File: src/rtl/wdog_pkg.sv
package wdog_pkg;
  localparam int unsigned WD_MC_DIV = 6;
  localparam int unsigned WD_PRE_W  = 11;
  localparam int unsigned WD_CNT_W  = 8;

  typedef enum logic [1:0] {
    CNT_HOLD  = 2'd0,
    CNT_LOAD  = 2'd1,
    CNT_STEP  = 2'd2,
    CNT_CLEAR = 2'd3
  } cnt_op_e;
endpackage

File: src/rtl/wdog_stage.sv
module wdog_stage #(
  parameter int unsigned MOD = 6,
  localparam int unsigned W = (MOD > 1) ? $clog2(MOD) : 1
) (
  input  logic clk_i,
  input  logic rst_ni,
  input  logic clr_i,
  input  logic en_i,
  output logic tick_o
);
  logic [W-1:0] cnt_q;
  logic         at_top;

  assign at_top = (cnt_q == W'(MOD - 1));
  assign tick_o = en_i & at_top;

  always_ff @(posedge clk_i or negedge rst_ni) begin
    if (!rst_ni)      cnt_q <= '0;
    else if (clr_i)   cnt_q <= '0;
    else if (en_i)    cnt_q <= at_top ? '0 : cnt_q + 1'b1;
  end
endmodule

File: src/rtl/wdog_arm.sv
module wdog_arm (
  input  logic clk_i,
  input  logic rst_ni,
  input  logic wipe_i,
  input  logic we_i,
  input  logic wdata_i,
  output logic armed_o
);
  logic armed_q;

  // a zero write is dropped: only wipe disarms
  always_ff @(posedge clk_i or negedge rst_ni) begin
    if (!rst_ni)                armed_q <= 1'b0;
    else if (wipe_i)            armed_q <= 1'b0;
    else if (we_i && wdata_i)   armed_q <= 1'b1;
  end

  assign armed_o = armed_q;
endmodule

File: src/rtl/wdog_count.sv
module wdog_count
  import wdog_pkg::*;
#(
  parameter int unsigned CNT_W = WD_CNT_W
) (
  input  logic             clk_i,
  input  logic             rst_ni,
  input  cnt_op_e          op_i,
  input  logic [CNT_W-1:0] load_i,
  output logic [CNT_W-1:0] cnt_o,
  output logic             at_max_o
);
  logic [CNT_W-1:0] cnt_q;

  always_ff @(posedge clk_i or negedge rst_ni) begin
    if (!rst_ni) cnt_q <= '0;
    else begin
      unique case (op_i)
        CNT_LOAD:  cnt_q <= load_i;
        CNT_STEP:  cnt_q <= cnt_q + 1'b1;
        CNT_CLEAR: cnt_q <= '0;
        default:   cnt_q <= cnt_q;
      endcase
    end
  end

  assign cnt_o    = cnt_q;
  assign at_max_o = &cnt_q;
endmodule

File: src/rtl/wdog_timer.sv
module wdog_timer
  import wdog_pkg::*;
#(
  parameter int unsigned MC_DIV = WD_MC_DIV,
  parameter int unsigned PRE_W  = WD_PRE_W,
  parameter int unsigned CNT_W  = WD_CNT_W,
  localparam int unsigned PRE_MOD = 1 << PRE_W
) (
  input  logic             clk_i,
  input  logic             rst_ni,
  input  logic             sync_rst_i,
  input  logic             arm_we_i,
  input  logic             arm_wdata_i,
  input  logic             reload_i,
  input  logic [CNT_W-1:0] reload_val_i,
  output logic             armed_o,
  output logic [CNT_W-1:0] count_o,
  output logic             rst_req_o
);
  logic    armed;
  logic    mc_tick;
  logic    pre_tick;
  logic    at_max;
  logic    ovf_evt;
  logic    wipe;
  logic    stage_clr;
  logic    rst_req_q;
  cnt_op_e cnt_op;

  // reload on the rollover edge beats the timeout
  assign ovf_evt   = armed & pre_tick & at_max & ~reload_i & ~sync_rst_i;
  assign wipe      = sync_rst_i | ovf_evt;
  assign stage_clr = wipe | reload_i | ~armed;

  generate
    if (MC_DIV > 1) begin : g_mc_div
      wdog_stage #(.MOD(MC_DIV)) u_mc (
        .clk_i  (clk_i),
        .rst_ni (rst_ni),
        .clr_i  (stage_clr),
        .en_i   (armed),
        .tick_o (mc_tick)
      );
    end else begin : g_mc_pass
      assign mc_tick = armed;
    end
  endgenerate

  wdog_stage #(.MOD(PRE_MOD)) u_pre (
    .clk_i  (clk_i),
    .rst_ni (rst_ni),
    .clr_i  (stage_clr),
    .en_i   (mc_tick),
    .tick_o (pre_tick)
  );

  wdog_arm u_arm (
    .clk_i   (clk_i),
    .rst_ni  (rst_ni),
    .wipe_i  (wipe),
    .we_i    (arm_we_i),
    .wdata_i (arm_wdata_i),
    .armed_o (armed)
  );

  always_comb begin
    if (wipe)                   cnt_op = CNT_CLEAR;
    else if (reload_i)          cnt_op = CNT_LOAD;
    else if (armed && pre_tick) cnt_op = CNT_STEP;
    else                        cnt_op = CNT_HOLD;
  end

  wdog_count #(.CNT_W(CNT_W)) u_cnt (
    .clk_i    (clk_i),
    .rst_ni   (rst_ni),
    .op_i     (cnt_op),
    .load_i   (reload_val_i),
    .cnt_o    (count_o),
    .at_max_o (at_max)
  );

  always_ff @(posedge clk_i or negedge rst_ni) begin
    if (!rst_ni) rst_req_q <= 1'b0;
    else         rst_req_q <= ovf_evt;
  end

  assign armed_o   = armed;
  assign rst_req_o = rst_req_q;
endmodule

File: config.mk
export PLATFORM = sky130hd
export DESIGN_NAME = wdog_timer
export DESIGN_NICKNAME = d
export VERILOG_FILES = /design/src/rtl/wdog_pkg.sv /design/src/rtl/wdog_stage.sv /design/src/rtl/wdog_arm.sv /design/src/rtl/wdog_count.sv /design/src/rtl/wdog_timer.sv
export SDC_FILE = /design/constraint.sdc
export NUM_CORES = 1
export LEC_CHECK = 0
export ABC_AREA = 1
export BUFFER_PORTS_ARGS = -buffer_cell sky130_fd_sc_hd__buf_2
export CORE_UTILIZATION = 51
export DETAILED_ROUTE_END_ITERATION = 7
export GPL_TIMING_DRIVEN = 0
export PLACE_DENSITY_LB_ADDON = 0.1
export SLEW_MARGIN = 30
export SYNTH_ARGS = -nofsm -noshare
export SYNTH_HDL_FRONTEND = slang
export SYNTH_SLANG_ARGS = --single-unit
File: constraint.sdc
create_clock -name clk_i -period 1.5 [get_ports clk_i]
set_input_delay 0.375 -clock clk_i [delete_from_list [all_inputs] [get_ports clk_i]]
set_output_delay 0.375 -clock clk_i [all_outputs]
set_load 0.02 [all_outputs]
### After elaboration in Yosys (flattened, before gate mapping)

Cells that the tools add are included.

* add/subtract/negate cells: 3
* eq/ne operators: 5
* mux-type cells: 12
* bitwise gates (word level): 12
* reductions and logical operators: 7

Operators with widths (count)
* 11-bit 2-to-1 mux: 3
* 8-bit case mux with 3 select lines: 1
* 11-bit by 1-bit adder with 11-bit output (second input constant): 1
* 11-bit == test (second input constant): 1
* 3-bit 2-to-1 mux: 3
* 8-bit by 1-bit adder with 8-bit output (second input constant): 1
* 8-bit AND reduction: 1
* 1-bit AND: 6
* 2-bit 2-to-1 mux: 3
* 2-bit nonzero test: 3
* 2-bit == test (second input constant): 2
* 3-bit by 1-bit adder with 3-bit output (second input constant): 1
* 3-bit == test (second input constant): 1
* 1-bit NOT: 3
* 1-bit bitwise OR: 3
* 3-bit nonzero test: 1
* 2-bit by 1-bit == test with 1-bit output (second input constant): 1
* 1-bit logical AND: 2
* 1-bit 2-to-1 mux: 2

* register bits after elaboration: 24
* input bits: 14
* output and inout bits: 10
* word-level logic and storage cells: 44

### Longest topological paths before layout

Gate-level depths: netlist of run 1.

* depth in word-level cells: 11
* gate-level depth with buffers: 11
* depth with buffers taken out: 11

### Cells and area by module

Synthesis of run 1 repeated with hierarchy kept, for this count alone.

* cell total of the unflattened synthesis: 194
* area, all modules: 1498.9 sq um

By module, submodules not included
* wdog_stage (u_pre): times used 1, cells each 89, area an instance 670.6 sq um, sequential area each 275.3 sq um
* wdog_count: times used 1, cells each 71, area an instance 543.0 sq um, sequential area each 200.2 sq um
* wdog_stage (g_mc_div.u_mc): times used 1, cells each 19, area an instance 163.9 sq um, sequential area each 75.1 sq um
* wdog_timer: times used 1, cells each 11, area an instance 80.1 sq um, sequential area each 25.0 sq um
* wdog_arm: times used 1, cells each 4, area an instance 41.3 sq um, sequential area each 25.0 sq um

### Least setup slack after synthesis of run 1

Ideal clock, no wire load.

* kind: register to register
* start: register u_cnt.cnt_q[0] (netlist: u_cnt.cnt_o[0])
* end: register u_cnt.cnt_q[5] (netlist: u_cnt.cnt_o[5])
* setup time: 117 ps
* data arrival time: 1535 ps
* data required time: 1383 ps
* path slack: -151 ps
* cell stages (with the launch flop): 9
* buffers on the path: 0
* path through: dfrtp_1 -> ha_1 -> nand3_1 -> nor2_2 -> clkinv_1 -> nand4_1 -> nand2_1 -> nand2_1 -> nand2_1

* longest elaborated chain between the ends: 8

Ends and longest elaborated chain
* from (decl): RTL line wdog_count.sv:13 `logic [CNT_W-1:0] cnt_q;`
* from (signal assigned): RTL line wdog_count.sv:19 `CNT_LOAD: cnt_q <= load_i;`
* from (signal assigned): RTL line wdog_count.sv:20 `CNT_STEP: cnt_q <= cnt_q + 1'b1;`
* from (signal assigned): RTL line wdog_count.sv:22 `default: cnt_q <= cnt_q;`
* 8-bit AND reduction: RTL line wdog_count.sv:28 `assign at_max_o = &cnt_q;`
* 1-bit AND (3 in a row): RTL line wdog_timer.sv:31 `assign ovf_evt = armed & pre_tick & at_max & ~reload_i & ~sync_rst_i;`
* 1-bit bitwise OR: RTL line wdog_timer.sv:32 `assign wipe = sync_rst_i | ovf_evt;`
* 2-bit 2-to-1 mux: RTL line wdog_timer.sv:67 `if (wipe) cnt_op = CNT_CLEAR;`
* 2-bit == test / 2-bit by 1-bit == test with 1-bit output (equally long branches): RTL line wdog_count.sv:18 `unique case (op_i)`
* 8-bit case mux with 3 select lines / 3-bit nonzero test (equally long branches)

Several ways; a longest one is shown, not always the timed one.
A chain may end at the register's enable or synchronous reset.

### Final worst setup path of run 1

* start: register u_pre.cnt_q[0]
* end: register u_pre.cnt_q[0]

* longest elaborated chain between the ends: 10

Ends and longest elaborated chain
* from (decl): RTL line wdog_stage.sv:11 `logic [W-1:0] cnt_q;`
* from (signal assigned): RTL line wdog_stage.sv:20 `else if (en_i) cnt_q <= at_top ? '0 : cnt_q + 1'b1;`
* 11-bit == test: RTL line wdog_stage.sv:14 `assign at_top = (cnt_q == W'(MOD - 1));`
* 1-bit AND: RTL line wdog_stage.sv:15 `assign tick_o = en_i & at_top;`
* 1-bit AND (4 in a row): RTL line wdog_timer.sv:31
* 1-bit bitwise OR: RTL line wdog_timer.sv:32
* 1-bit bitwise OR (2 in a row): RTL line wdog_timer.sv:33 `assign stage_clr = wipe | reload_i | ~armed;`
* 11-bit 2-to-1 mux / 2-bit nonzero test (equally long branches)

Several ways; a longest one is shown, not always the timed one. The select of a mux whose other input is x is not followed.

==> results of run 1 <==
## cell families after synthesis
logic type      Yosys count  share of synthesized area
compound gates           18                     0.0658
xor+xnor                  8                     0.0429
fa+ha+maj                 2                     0.0153
buf+inv                  31                     0.0712
flops                    24                      0.368
simple gates            135                      0.437
## worst min-delay path by stage
| stage | end | slack (ns) | cells past startpoint |
|---|---|---|---|
| finish | u_pre.cnt_q[6]$_DFFE_PN0P_ | 0.02 | 1 |
| global route | u_pre.cnt_q[6]$_DFFE_PN0P_ | 0.04 | 1 |
| CTS | u_pre.cnt_q[2]$_DFFE_PN0P_ | 0.03 | 1 |
| detailed placement | u_pre.cnt_q[6]$_DFFE_PN0P_ | 0.39 | 1 |
| global placement | u_pre.cnt_q[6]$_DFFE_PN0P_ | 0.40 | 1 |
| floorplan | g_mc_div.u_mc.cnt_q[0]$_DFFE_PN0P_ | 0.08 | 0 |
## critical path: stages, from the launching register on
cell	delay (ns)
dfrtp_2	0.45
ha_4	0.18
nand2_4	0.07
nor2_4	0.04
nand2_2	0.10
nor2_4	0.05
buf_4	0.15
or2_2	0.27
nor2_1	0.08
nand2_1	0.05
nand2_1	0.05
## report_power, final
| group | total [W] | internal (W) | switching (W) |
|---|---|---|---|
| Combinational | 0.000189 | 0.0000692 | 0.000120 |
| Clock | 0.000354 | 0.000148 | 0.000206 |
| Sequential | 0.000698 | 0.000667 | 0.0000310 |
| Total | 0.00124 | 0.000884 | 0.000357 |
## Yosys cell counts, drive strengths merged
library cell	n
nor2	32
o21bai	1
inv	29
a21oi	8
clkinv	1
nand3b	1
o21ai	9
nand4	15
nand3	18
xor2	6
dfrtp	24
xnor2	2
or2	1
nor3	3
ha	2
clkbuf	1
nand2	65
## stage by stage
stage / instance area [µm²] / hold slack [ns] / setup slack, ns / utilization
after floorplan: 1640 / 0.0794 / -0.0528 / -
after global placement: 1810 / 0.395 / -0.302 / 0.594
after detailed placement: 1810 / 0.395 / -0.298 / 0.594
after CTS: 2020 / 0.0259 / -0.104 / 0.661
after global routing: 2110 / 0.0369 / -0.142 / 0.692
final: 2110 / 0.0162 / -0.0526 / 0.692
## per-layer routing
metal | global-route usage | up-vias | share of wire
li1 | - | 804 | -
met1 | 0.344 | 722 | 0.50
met2 | 0.379 | 21 | 0.47
met3 | 0.0264 | 5 | 0.021
met4 | 0.0714 | 0 | 0.010
met5 | 0 | - | 0
## state kept, by name, summed over array words and instances (netlist names)
signal and cells:
g_mc_div.u_mc.cnt_q 3, rst_req_o 1, u_arm.armed_o 1, u_cnt.cnt_o 8, u_pre.cnt_q 11
## repair_timing
action,4_1_cts,5_1_grt
pin swaps,15,16
setup buffers,12,8
resized for setup,11,12
setup endpoints to repair,24,23
cloned,2,0
## final cells by class
type | instances | area share
multi-input cells | 165 | 0.477
flip-flops and latches | 24 | 0.286
repair buffers | 42 | 0.137
inverters | 30 | 0.0551
well taps | 44 | 0.0261
clock buffers | 4 | 0.0172
plain buffers | 1 | 0.00178
==> impl_metrics.json, run 1 <==
{
  "core-area_um2": 3050,
  "multi_input_area_um2": 1010,
  "drv_cap": 0,
  "post_drt_wl_per_cell_um": 12.2,
  "yosys.area.top_type": "dfrtp_1",
  "nNetsFinal": 283,
  "vias": 1552,
  "grt_usage": 0.239,
  "cts_root_buf": "clkbuf_4",
  "worst-setup-path-type": "flop to flop",
  "detail-route-antenna-nets": 0,
  "worstMarginPinSlew_ns": 0.549,
  "num_rows": 20,
  "crit_start": "u_pre.cnt_q[0]$_DFFE_PN0P_",
  "die-area_um2": 3430,
  "synth_nets": 234,
  "status": "complete, but fails checks",
  "rsz0062_at_grt": "true",
  "numCtsBuffers": 3,
  "finalCriticalPeriod_ns": 1.55,
  "seq_area_frac_synth": 0.368,
  "n_fill_cell": 283,
  "power_w": 0.00124,
  "layout_commonest_cell": "nand2_1",
  "powerDensity_nw_per_um2": 587,
  "r2r_slack_ns": -0.05,
  "r2r_end": "u_pre.cnt_q[0]$_DFFE_PN0P_",
  "rr_worst_depth": 10,
  "clock_latency_ns": 0.32,
  "htree_num_levels": 1,
  "post-route-worst-setup-slack_ns": -0.0526,
  "grt_max_degree": 25,
  "worstPathArrival_ns": 1.82,
  "final_cell_mix": "nand2_1, inv_1, buf_2, dfrtp_1, nor2_1",
  "initial_core_util": 0.535,
  "synth.avg_cell_area_um2": 7.50,
  "violations": "setup timing",
  "synth_top_area_frac": 0.368,
  "ys_types": 26,
  "first_pass_iters": 4,
  "post-place-cells": 285,
  "io_buffers": 23,
  "vdd_ir_drop_max_mv": 0.490,
  "antenna_found_initial": 0,
  "drt-total-wl_um": 3770,
  "hpwl_um": 2380,
  "drc": 0,
  "die_h_um": 58.6,
  "area_delta_synth_final_pct": 29.3,
  "synth-seq-cells": 24,
  "cts_tree": "done",
  "grt_pass1_wl_um": 6300,
  "io_pins": 24,
  "min_path_type": "input port to async pin",
  "drive_above_1_share": 0.335,
  "cp-endpoint": "u_pre.cnt_q[0]$_DFFE_PN0P_",
  "drt_iter0_drc": 72,
  "final-seq-area_um2": 604,
  "cts_sinks": 24,
  "clkTransAtPathRegs_ns": 0.14,
  "critPathMaxFanout": 4,
  "fin_skew_ns": 0.00330,
  "p_leak_nw": 1.08,
  "n_antenna_cell": 0,
  "place_congestion": 0.816,
  "hold_violations": 0,
  "drv_slew": 0,
  "max_freq_ghz": 0.644,
  "period_share": 1.04,
  "fin_cells": 310,
  "worstSetupStartpointType": "flop",
  "routed_via_density": 5.01,
  "grt_remaining_overflow": 0,
  "cts_buffer_depth": 2,
  "setup_violations": 22,
  "grt_pass1_vias": 1393,
  "synthTopCellsByArea": "dfrtp_1, nand2_1, inv_1",
  "syn-cell-area_um2": 1630,
  "r2r_start": "u_pre.cnt_q[0]$_DFFE_PN0P_",
  "die_w_um": 58.6,
  "max-slew-margin-rel": 0.634,
  "syn_inst": 218,
  "cts_hold_buffers": 0,
  "tns_ns": -0.443,
  "cp-end-kind": "flop",
  "critPathRequiredTime_ns": 1.77,
  "yosysWarnings": 0
}
Power figures use the tool's default switching activity.
==> run 2, diff against run 1 <==
==> constraint.sdc (replaced) <==
create_clock -name clk_i -period 1.5 [get_ports clk_i]
set_input_delay 0.075 -clock clk_i [delete_from_list [all_inputs] [get_ports clk_i]]
set_output_delay 0.075 -clock clk_i [all_outputs]
set_load 0.02 [all_outputs]
==> run 2 against run 1 <==
- the run still ends with setup timing left
- final cell count grew 1.3%
- sequential cell count is the same
- critical path depth is the same
- worst hold slack gained 0.020 ns
- sequential power is essentially flat
==> impl_metrics.json, run 2 (synthesis results as in run 1) <==
{
  "final_cell_mix": "nand2_1, inv_1, buf_2, dfrtp_1, nor2_1",
  "critPathSlowestCell": "dfrtp_1",
  "critPathMaxFanout": 7,
  "cts_buffer_depth": 2,
  "largest_register_ffs": 11,
  "status": "complete, but fails checks",
  "drt_iter0_drc": 91,
  "critPathRequiredTime_ns": 1.73,
  "finalCriticalPeriod_ns": 1.55,
  "nNetsFinal": 287,
  "cp_common_cell": "nand2_1",
  "drc": 0,
  "drt-total-wl_um": 3800,
  "drv_slew": 0,
  "p_leak_nw": 1.10,
  "max-slew-margin-rel": 0.629,
  "post_drt_wl_per_cell_um": 12.1,
  "first_pass_iters": 4,
  "drive_above_1_share": 0.330,
  "io_pins": 24,
  "cts_sinks": 24,
  "setup_violations": 22,
  "grt_remaining_overflow": 0,
  "rsz0062_at_grt": "true",
  "worstPathCellList": "ha_4, nand2_4, nor2_4, nand3b_4, nor2_8, nor2_4, nand2_4, nand2_1, nand2_1, nand2_1",
  "detail-route-antenna-nets": 0,
  "core-area_um2": 3050,
  "numCtsBuffers": 3,
  "regMostFlops": "u_pre.cnt_q",
  "n_fill_cell": 278,
  "die-area_um2": 3430,
  "violations": "setup timing",
  "worstMarginPinSlew_ns": 0.557,
  "crit_start": "u_pre.cnt_q[1]$_DFFE_PN0P_",
  "hpwl_um": 2380,
  "grt_pass1_vias": 1432,
  "grt_pass1_wl_um": 6410,
  "r2r_start": "u_pre.cnt_q[1]$_DFFE_PN0P_",
  "cts_tree": "done",
  "grt_max_degree": 25,
  "cts_root_buf": "clkbuf_4",
  "cp-end-kind": "flop",
  "worstPathArrival_ns": 1.78,
  "period_share": 1.04,
  "post-route-worst-setup-slack_ns": -0.0542,
  "dp_slack_ns": -0.298,
  "io_buffers": 23,
  "worst-setup-path-type": "flop to flop",
  "vdd_ir_drop_max_mv": 0.500,
  "clock_latency_ns": 0.32,
  "final_core_util": 0.705,
  "die_w_um": 58.6,
  "area_delta_synth_final_pct": 31.8,
  "vias": 1573,
  "routed_via_density": 5.01,
  "clkTransAtPathRegs_ns": 0.14,
  "max_freq_ghz": 0.643,
  "hp-start": "reload_val_i[6]",
  "n_antenna_cell": 0,
  "layout_commonest_cell": "nand2_1",
  "hold_violations": 0,
  "slowest_delay_ns": 0.41,
  "fin_skew_ns": 0.00421,
  "powerDensity_nw_per_um2": 581,
  "die_h_um": 58.6,
  "grt_usage": 0.243,
  "num_rows": 20,
  "drv_cap": 0,
  "antenna_found_initial": 0,
  "htree_num_levels": 1,
  "min_path_type": "input port to flop",
  "place_congestion": 0.816,
  "worstSetupStartpointType": "flop",
  "initial_core_util": 0.535
}
run 2: worst paths after layout:
kind	endpoint	slack [ns]	depth (start not counted)
max	u_cnt.cnt_o[5]$_DFFE_PN0P_	-0.05	10
min	u_cnt.cnt_o[6]$_DFFE_PN0P_	0.04	3
max reg2reg	u_cnt.cnt_o[5]$_DFFE_PN0P_	-0.05	10
min reg2reg	u_pre.cnt_q[3]$_DFFE_PN0P_	0.52	2
max in group asynchronous	u_cnt.cnt_o[1]$_DFFE_PN0P_	0.85	2
min in group asynchronous	u_pre.cnt_q[6]$_DFFE_PN0P_	0.25	2
run 2: report_power, final:
part           leakage [nW]  internal [W]  total [W]  switching (W)
registers             0.320      0.000667   0.000698      0.0000309
logic                 0.758     0.0000773   0.000199       0.000121
clock network        0.0210      0.000148   0.000355       0.000206
total                  1.10      0.000892    0.00125       0.000359
run 2: layout make-up:
class	instances	area, µm²	share of cell area
multi-input cells	165	1010	0.468
flip-flops and latches	24	604	0.281
repair buffers	46	330	0.153
inverters	30	116	0.0540
well taps	44	55.1	0.0256
clock buffers	4	36.3	0.0169
plain buffers	1	3.75	0.00174
run 2: metrics by stage:
stage	setup TNS (ns)	hold WS, ns	std cells	instance area [µm²]	power, W
after floorplan	-0.646	-0.221	218	1640	0.000804
after detailed placement	-5.60	0.0946	285	1810	0.000874
after global routing	-2.56	0.0259	314	2150	0.00131
final	-0.450	0.0362	314	2150	0.00125
after CTS	-1.42	0.0280	307	2060	0.00125
after global placement	-5.69	0.0951	285	1810	0.000872
run 2: worst max-delay path: cells and delay by family (launching register included):
kind	cells	cell delay [ns]
adders and majority gates	1	0.16
DFF	1	0.41
and+or+nand+nor	9	0.88
run 2: timing repair:
item | CTS | global route
setup buffers | 12 | 8
gates cloned | 2 | 0
resized for setup | 11 | 12
pin swaps | 15 | 16
setup endpoints to repair | 24 | 23
hold buffers | 4 | 0
hold endpoints to repair | 26 | 0
run 2: metal layers:
metal / track usage / wire length (µm)
met1: 0.346 / 1880
met2: 0.391 / 1800
met3: 0.0264 / 82
met4: 0.0714 / 39
met5: 0 / 0
